==> config.mk <==
export PLATFORM = sky130hd
export DESIGN_NAME = chk_verdict
export DESIGN_NICKNAME = d
export VERILOG_FILES = /design/src/rtl/crc8_chk_pkg.sv /design/src/rtl/crc_fold.sv /design/src/rtl/chk_verdict.sv
export SDC_FILE = /design/constraint.sdc
export NUM_CORES = 1
export LEC_CHECK = 0
export CELL_PAD_IN_SITES_DETAIL_PLACEMENT = 0
export CELL_PAD_IN_SITES_GLOBAL_PLACEMENT = 1
export CORE_MARGIN = 1.5
export CORE_UTILIZATION = 35
export CTS_CLUSTER_DIAMETER = 120
export DETAILED_ROUTE_END_ITERATION = 16
export DONT_BUFFER_PORTS = 1
export PLACE_DENSITY_LB_ADDON = 0.1
export SYNTH_ARGS = -nofsm -noshare
export SYNTH_HDL_FRONTEND = slang
export SYNTH_HIERARCHICAL = 1
export SYNTH_SLANG_ARGS = --single-unit
==> constraint.sdc <==
create_clock -name clk_i -period 0.87 [get_ports clk_i]
set_input_delay 0.087 -clock clk_i [delete_from_list [all_inputs] [get_ports clk_i]]
set_output_delay 0.087 -clock clk_i [all_outputs]
set_load 0.1 [all_outputs]
==> src/rtl/crc8_chk_pkg.sv <==
package crc8_chk_pkg;
  localparam int unsigned CRC_W  = 8;
  localparam int unsigned WORD_W = 16;
  localparam logic [CRC_W-1:0] POLY_DEF = 8'h1D;

  typedef enum logic {
    CHK_COMPARE = 1'b0,
    CHK_RESIDUE = 1'b1
  } chk_mode_e;
endpackage

==> src/rtl/crc_fold.sv <==
// Combinational MSB-first fold of IN_W data bits into a CRC_W remainder.
module crc_fold #(
  parameter int unsigned CRC_W = 8,
  parameter int unsigned IN_W  = 16,
  parameter logic [CRC_W-1:0] POLY = 8'h1D
) (
  input  logic [CRC_W-1:0] crc_i,
  input  logic [IN_W-1:0]  data_i,
  output logic [CRC_W-1:0] crc_o
);
  for (genvar i = 0; i < IN_W; i++) begin : g_bit
    logic [CRC_W-1:0] prv, nxt;
    logic             fb;
    if (i == 0) begin : g_head
      assign prv = crc_i;
    end else begin : g_link
      assign prv = g_bit[i-1].nxt;
    end
    assign fb  = prv[CRC_W-1] ^ data_i[IN_W-1-i];
    assign nxt = {prv[CRC_W-2:0], 1'b0} ^ (fb ? POLY : '0);
  end
  assign crc_o = g_bit[IN_W-1].nxt;
endmodule

==> src/rtl/chk_verdict.sv <==
// Frame-end verdict: compare or zero-residue, registered with a done strobe.
module chk_verdict
  import crc8_chk_pkg::*;
#(
  parameter int unsigned CRC_W = 8,
  parameter logic [CRC_W-1:0] POLY = 8'h1D
) (
  input  logic             clk_i,
  input  logic             rst_ni,
  input  logic             fin_i,
  input  logic             mode_i,
  input  logic [CRC_W-1:0] crc_next_i,
  input  logic [CRC_W-1:0] rx_crc_i,
  output logic             done_o,
  output logic             pass_o
);
  logic [CRC_W-1:0] residue;
  logic             verdict;
  chk_mode_e        mode;

  assign mode = chk_mode_e'(mode_i);

  crc_fold #(.CRC_W(CRC_W), .IN_W(CRC_W), .POLY(POLY)) u_res_fold (
    .crc_i (crc_next_i),
    .data_i(rx_crc_i),
    .crc_o (residue)
  );

  always_comb begin
    unique case (mode)
      CHK_RESIDUE: verdict = (residue == '0);
      default:     verdict = (crc_next_i == rx_crc_i);
    endcase
  end

  always_ff @(posedge clk_i or negedge rst_ni) begin
    if (!rst_ni) begin
      done_o <= 1'b0;
      pass_o <= 1'b0;
    end else begin
      done_o <= fin_i;
      if (fin_i) pass_o <= verdict;
    end
  end

  assert_done_rise_R6: assert property (@(posedge clk_i) disable iff (!rst_ni)
    fin_i |=> done_o);
  assert_done_quiet_R6: assert property (@(posedge clk_i) disable iff (!rst_ni)
    !fin_i |=> !done_o);
  assert_pass_hold_R9: assert property (@(posedge clk_i) disable iff (!rst_ni)
    !fin_i |=> $stable(pass_o));
  assert_residue_agree_R8: assert property (@(posedge clk_i) disable iff (!rst_ni)
    (fin_i && crc_next_i == rx_crc_i) |-> (residue == '0));
endmodule

Yosys cells after proc, flatten, opt, wreduce, memory -nomap -nowiden
Cells that the tools add are included.
Storage, ports and cells
  register bits: 2
  latch bits: 0
  RAM bits: 0
  memory bits (read-only): 0
  bits of input ports: 20
  memories: 0
Operators by class
  $add $sub $neg: 0
  multiply operators: 0
  divide/modulo/power cells: 0
  order comparisons: 0
  equality and inequality tests: 1
  shift-type cells: 0
  muxes and demuxes: 9
  bitwise logic cells: 16
  reductions and logical operators: 1
Operators by type and width (count)
  8-bit XOR: 8
  5-bit two-way mux: 8
  8-bit equality test: 1
  8-bit logical NOT: 1
  1-bit XOR: 8
  1-bit two-way mux: 1

Depth between registers and ports, before layout
Gate-level depths: netlist of the first run.
  depth after elaboration: 26
  mapped depth: 7

Hierarchy
Netlist of the first run, hierarchy kept.
By module, submodules not included
  crc_fold: instances 1, cells an instance 26, area each 284.0 um2, seq. area each 0.0 um2
  chk_verdict: instances 1, cells an instance 18, area each 173.9 um2, seq. area each 50.0 um2

Worst setup path after synthesis of the first run
Ideal clock, no wire load.
  path kind: in2reg
  start point: input rx_crc_i[1]
  end point: register pass_o
  data arrival time: 1.566 ns
  required time: 0.775 ns
  path slack: -0.791 ns
  stages on the path: 6
  buffers on the path: 0
  cells stage by stage: xnor2_1 > xnor3_2 > xor3_1 > nor4_1 > a41oi_1 > o31ai_1
On the way
  word-level cells in the longest chain between the ends: 6
  elaborated cells on any way between the ends: 7
  those cells by class: 1 x eq/ne; 2 x mux; 3 x bitwise; 1 x reduce/logical
Ends and longest elaborated chain
  start: declaration: RTL line chk_verdict.sv:13  | input logic [CRC_W-1:0] rx_crc_i,
  1-bit XOR: RTL line crc_fold.sv:19  | assign fb = prv[CRC_W-1] ^ data_i[IN_W-1-i];
  5-bit two-way mux: RTL line crc_fold.sv:20  | assign nxt = {prv[CRC_W-2:0], 1'b0} ^ (fb ? POLY : '0);
  8-bit XOR (2 in a row): RTL line crc_fold.sv:20
  net residue[4]: RTL line chk_verdict.sv:17  | logic [CRC_W-1:0] residue;
  8-bit logical NOT: RTL line chk_verdict.sv:31  | CHK_RESIDUE: verdict = (residue == '0);
  1-bit two-way mux: RTL line chk_verdict.sv:30  | unique case (mode)
  end signal: assignment: RTL line chk_verdict.sv:42  | if (fin_i) pass_o <= verdict;
  end: declaration: RTL line chk_verdict.sv:15  | output logic pass_o
The timed path passes the listed nets, and every way through them passes these cells.
A chain may end at the register's enable or synchronous reset.

Worst setup path in the final report of the first run
Ends and elaborated chain as after synthesis.

==> run summary, run 1 <==
Fillers = 101
Cells along the critical path = xnor2_2 > xnor3_2 > xor3_1 > nor4_2 > a41oi_1 > o31ai_1
Power density cells = 1350 nW/um^2
Routed len/inst = 12.4 um
WP data required = 1.00 ns
H-tree levels = 1
Routed via count = 343
Max Cap Viol = 0
WS Path Type = in2reg
Pleak = 0.265 nW
Wirelength, routed = 881 um
Final hold vios = 0
Ys flop type = dfrtp_1
Sequential area share after synthesis = 10.9%
Clock Latency Late Sink = 0.22 ns
Initial antenna violation count = 0
Worst setup EP type = register
Cts bufs inserted = 3
Tot Pwr = 0.915 mW
Syn Std Cell Area = 458 um^2
Initial core utilization = 39.6%
Hold/Removal Path Class = in2reg
Number of global-route vias before repair = 387
Setup Slack @ Placement = -0.598 ns
Core Util, Final = 58.7%
Asr flop ratio synth = 100%
GR Overflow Total = 0
Number of flops mapped to enable cells by yosys = 0
Slew Limit Fails = 0
Max-slew headroom = 80.1%
IO buf count = 0
DP Area = 568 um^2
Site Rows = 12
Post-CTS setup buffer count = 0
Net Count, Synth = 64
Die Width = 39.2 um
GPL Wtd Cong = 0.752
Setup violators final = 3
Crit path largest cell delay = 0.48 ns
CP startpoint kind = primary input
Core Area = 1160 um^2
Post-synthesis cell type count = 15
Fin crit period = 1.18 ns
Reg area = 51.3 um^2
# diodes = 0
Yosys reg bits = 2
Avg Vias per Cell = 4.83
Post-route ant nets = 0
RSZ-0062 raised after global routing = yes
Pin count of the biggest net entering global routing = 5
Synth Instances = 44
CTS sink cnt = 2
Worst Skew = 0 ns
Critical path arrival = 1.31 ns
Area of the multi-input gates = 470 um^2
Finished layout cell area = 678 um^2
Root buffer cell = clkbuf_4
CTS tree = done
Final Cycle Share = 136%
All-layer global routing usage = 15.2%
Layout overhead on the synthesized area = 48.1%
Layout cell share with drive strength beyond 1 = 38.6%
Crit path max fanout = 2
Failing checks = setup timing
Clock tree buffer depth = 2
Clock slew at reported path FFs = 0.03 ns
Average size of a mapped cell = 10.4 um^2
Setup TNS = -0.352 ns
First-pass iteration count of the detailed router = 2
Post-route setup slack = -0.309 ns
Total die area = 1530 um^2
Number of synthesis warnings = 6
Slowest-stage cell, CP = xnor3_2
Worst slew pin tran = 0.297 ns
Die H = 39.2 um
Maximum clock rate = 0.848 GHz
Status = finished with violations
VDD IR max = 0.585 mV
First-pass GRT wire length = 1500 um
Starting DRC count in detailed routing = 2
Nets = 78
I/O pins = 22
DRC = 0
Post-DP HPWL = 743 um
-- final timing paths --
path | from | endpoint | slack (ns) | cells past startpoint
min reg2reg | pass_o | pass_o | 0.66 | 3
max reg2reg | pass_o | pass_o | -0.03 | 3
min in group asynchronous | rst_ni | done_o | 0.08 | 1
max | rx_crc_i[1] | pass_o | -0.31 | 6
min | fin_i | pass_o | 0.04 | 2
max in group asynchronous | rst_ni | pass_o | 0.64 | 1
-- logic make-up after synthesis --
logic type,after synthesis,share of synthesized area (%)
xor+xnor,32,74.0
simple gates,6,8.20
compound gates,2,3.55
flops,2,10.9
buf+inv,2,3.28
-- cell usage after synthesis, drive strengths merged, types with 2 or more instances --
master	count	area [um^2]
xnor2	22	208
xor2	7	61.3
buf	2	15.0
dfrtp	2	50.1
nor4	2	12.5
xnor3	2	46.3
-- critical path: cells and delay by family --
family | cells | cell delay [ns]
compound gates | 2 | 0.20
simple gates | 1 | 0.15
xor+xnor | 3 | 0.86
-- per-layer routing --
layer	track usage (%)	vias up	share of wire, %
li1	-	171	-
met1	16.2	151	37
met2	28.3	19	54
met3	2.31	2	6.8
met4	7.76	0	1.8
met5	0	-	0
-- where the power goes --
| group | switching, mW | internal, mW | total [mW] |
|---|---|---|---|
| Combinational | 0.236 | 0.341 | 0.576 |
| Sequential | 0.00280 | 0.0972 | 0.100 |
| Clock | 0.0673 | 0.171 | 0.238 |
| Total | 0.306 | 0.609 | 0.915 |
-- layout make-up --
type | instances | area share, %
timing repair buffer | 11 | 16.6
tap | 14 | 2.58
multi-input combinational | 40 | 69.4
sequential | 2 | 7.56
clock buffer | 4 | 3.87
-- state kept, by name, indices dropped and copies added, names as in the netlist --
name	count
done_o	1
pass_o	1
-- layout by cell type (no fill, tap or decap), drive strengths merged --
cell type / synthesis / final
xnor3: 2 / 2
nor4: 2 / 2
xnor2: 22 / 22
dfrtp: 2 / 2
xor3: 1 / 1
dlygate4sd3: 0 / 2
xor2: 7 / 7
clkbuf: 0 / 4
a41oi: 1 / 1
o31ai: 1 / 1
nand4: 1 / 1
buf: 2 / 9
nand3: 1 / 1
nand3b: 1 / 1
nor2b: 1 / 1
-- per-stage QoR --
stage / hold slack, ns / cells
CTS: 0.0426 / 71
global route: 0.0612 / 71
global placement: -0.209 / 65
detailed placement: -0.209 / 65
finish: 0.0407 / 71
floorplan: -0.209 / 44
-- timing repair --
action,4_1_cts,5_1_grt
hold buffers,2,0
pin swaps,2,0
gates resized for setup,7,2
endpoints found under the setup margin,3,3
hold endpoints to repair,3,0
Note: power is estimated with default switching activity, not from simulation.
==> run 2, diff against run 1 <==
--- a/config.mk
+++ b/config.mk
@@ -12,7 +12,7 @@
 export CTS_CLUSTER_DIAMETER = 120
 export DETAILED_ROUTE_END_ITERATION = 16
 export DONT_BUFFER_PORTS = 1
-export PLACE_DENSITY_LB_ADDON = 0.1
+export PLACE_DENSITY = 0.61
 export SYNTH_ARGS = -nofsm -noshare
 export SYNTH_HDL_FRONTEND = slang
 export SYNTH_HIERARCHICAL = 1
==> run summary, run 2 (synthesis results as in run 1) <==
Status = finished with violations (unchanged)
Failing checks = setup timing (unchanged)
Routed len/inst = 12.9 um (was 12.4 um)
Power density cells = 1360 nW/um^2 (was 1350 nW/um^2)
Total die area = 1530 um^2 (unchanged)
CP startpoint kind = primary input (unchanged)
Clock tree buffer depth = 2 (unchanged)
Clk pwr share = 26.1% (about the same)
Crit path max fanout = 2 (unchanged)
Number of global-route vias before repair = 402 (was 387)
DRC = 0 (unchanged)
GR Util met1 = 14.8% (was 16.2%)
Clock Latency Late Sink = 0.23 ns (was 0.22 ns)
CP startpoint = rx_crc_i[1] (unchanged)
Max Cap Viol = 0 (unchanged)
GPL Wtd Cong = 0.800 (was 0.752)
Worst r2r src = pass_o (unchanged)
Psw = 0.309 mW (was 0.306 mW)
First-pass GRT wire length = 1530 um (was 1500 um)
Most frequent cells in the layout = xnor2_1, buf_4, xor2_1, xnor2_2, clkbuf_4 (was xnor2_1, buf_4, xor2_1, clkbuf_4, xnor2_2)
WHS = 0.0444 ns (was 0.0407 ns)
Sequential Power Share = 10.9% (about the same)
Site Rows = 12 (unchanged)
R2R Setup Slk = -0.06 ns (was -0.03 ns)
Die Width = 39.2 um (unchanged)
Post-route ant nets = 0 (unchanged)
Layout overhead on the synthesized area = 47.3% (was 48.1%)
Final Cycle Share = 135% (was 136%)
Critical path arrival = 1.30 ns (was 1.31 ns)
Top Registers = done_o x1, pass_o x1 (unchanged)
RSZ-0062 raised after global routing = yes (unchanged)
Reg2Reg Capture Point = pass_o (unchanged)
Layout cell share with drive strength beyond 1 = 40.4% (was 38.6%)
Setup Slack @ Placement = -0.653 ns (was -0.598 ns)
IO buf count = 0 (unchanged)
Comb pwr share = 63.1% (was 63.0%)
Max-slew headroom = 80.9% (was 80.1%)
Met2 Track Usage GR = 30.0% (was 28.3%)
All-layer global routing usage = 16.3% (was 15.2%)
Fin crit period = 1.18 ns (about the same)
Switching share of power = 33.5% (was 33.4%)
Tot Pwr = 0.920 mW (was 0.915 mW)
WS Path Type = in2reg (unchanged)
Routed via count = 348 (was 343)
Cts bufs inserted = 3 (unchanged)
WP data required = 0.99 ns (was 1.00 ns)
Wirelength, routed = 916 um (was 881 um)
Pleak = 0.269 nW (was 0.265 nW)
H-tree levels = 1 (unchanged)
Worst reg2reg path depth = 3 (unchanged)
Crit path to = pass_o (unchanged)
I/O pins = 22 (unchanged)
Setup TNS = -0.363 ns (was -0.352 ns)
DP Area = 568 um^2 (unchanged)
GR Util met3 = 2.31% (unchanged)
Avg Vias per Cell = 4.90 (was 4.83)
Starting DRC count in detailed routing = 5 (was 2)
Nets = 78 (unchanged)
Worst setup EP type = register (unchanged)
Final hold vios = 0 (unchanged)
Post-route setup slack = -0.309 ns (about the same)
Setup violators final = 3 (unchanged)
Commonest non-fill, non-tap cell in the layout = xnor2_1 (unchanged)
VDD IR max = 0.738 mV (was 0.585 mV)
Finished layout cell area = 674 um^2 (was 678 um^2)
Clock slew at reported path FFs = 0.03 ns (about the same)
Worst slew pin tran = 0.286 ns (was 0.297 ns)
Hold_sp = fin_i (unchanged)
Slew Limit Fails = 0 (unchanged)
Hold/Removal Path Class = in2reg (unchanged)
First-pass iteration count of the detailed router = 2 (unchanged)
GR Overflow Total = 0 (unchanged)
Maximum clock rate = 0.848 GHz (about the same)
# diodes = 0 (unchanged)
CTS sink cnt = 2 (unchanged)
Worst Skew = 0 ns (unchanged)
Post-CTS setup buffer count = 0 (unchanged)
Post-DP HPWL = 745 um (was 743 um)
CTS tree = done (unchanged)
GRT busiest layer = met2 (unchanged)
Root buffer cell = clkbuf_4 (unchanged)
Initial core utilization = 39.6% (unchanged)
Int Pwr = 0.612 mW (was 0.609 mW)
Die H = 39.2 um (unchanged)
Pin count of the biggest net entering global routing = 5 (unchanged)
Core Area = 1160 um^2 (unchanged)
Initial antenna violation count = 0 (unchanged)
run 2: cell types whose count changed in the layout (fill, tap and decap cells not counted):
cell     delta
xnor2_2     +1
xor2_2      +1
xor2_4      -1
xnor2_1     -1
run 2: routing by layer:
| layer | wire length, um | up-vias |
|---|---|---|
| li1 | - | 170 |
| met1 | 352 | 162 |
| met2 | 504 | 16 |
| met3 | 59 | 0 |
| met4 | 0 | 0 |
| met5 | 0 | - |
run 2: critical path, stage by stage:
cell,delay [ns]
xnor2_4,0.15
xnor3_2,0.45
xor3_1,0.23
nor4_2,0.16
a41oi_1,0.13
o31ai_1,0.09
run 2: area by class of cell:
| class | count | area (um^2) |
|---|---|---|
| Sequential cell | 2 | 51.3 |
| Tap cell | 14 | 17.5 |
| Clock buffer | 4 | 26.3 |
| Fill cell | 98 | 482 |
| Multi-Input combinational cell | 40 | 467 |
| Timing Repair Buffer | 11 | 113 |
run 2: power groups by stage:
stage / Sequential, mW / Combinational [mW] / Clock [mW]
2_1_floorplan: 0.123 / 0.438 / 0
3_3_place_gp: 0.101 / 0.512 / 0
3_5_place_dp: 0.101 / 0.517 / 0
4_1_cts: 0.100 / 0.580 / 0.250
5_1_grt: 0.100 / 0.622 / 0.261
6_report: 0.100 / 0.580 / 0.240
run 2: worst min-delay path by stage:
stage | end | slack [ns] | cells after the start
after floorplan | done_o | -0.21 | 0
after global placement | pass_o | -0.21 | 0
after detailed placement | done_o | -0.21 | 0
after CTS | pass_o | 0.04 | 2
after global routing | pass_o | 0.07 | 2
final | pass_o | 0.04 | 2
run 2: repair_timing:
item	in CTS	in global routing
pin swaps	1	0
hold buffers	2	0
endpoints found under the setup margin	3	3
endpoints found under the hold margin	3	0
resized for setup	8	1
run 2: per-stage QoR:
step | std cells | utilization, %
after floorplan | 44 | -
after global placement | 65 | 49.1
after detailed placement | 65 | 49.1
after CTS | 71 | 57.7
after global routing | 71 | 58.3
final | 71 | 58.3
==> run 3, diff against run 2 <==
--- a/config.mk
+++ b/config.mk
@@ -5,11 +5,11 @@
 export SDC_FILE = /design/constraint.sdc
 export NUM_CORES = 1
 export LEC_CHECK = 0
+export ABC_CLOCK_PERIOD_IN_PS = 870
 export CELL_PAD_IN_SITES_DETAIL_PLACEMENT = 0
 export CELL_PAD_IN_SITES_GLOBAL_PLACEMENT = 1
 export CORE_MARGIN = 1.5
 export CORE_UTILIZATION = 35
-export CTS_CLUSTER_DIAMETER = 120
 export DETAILED_ROUTE_END_ITERATION = 16
 export DONT_BUFFER_PORTS = 1
 export PLACE_DENSITY = 0.61
==> results of run 3 <==
Same layout as run 2: the final DEF is identical, and so are final timing and power.
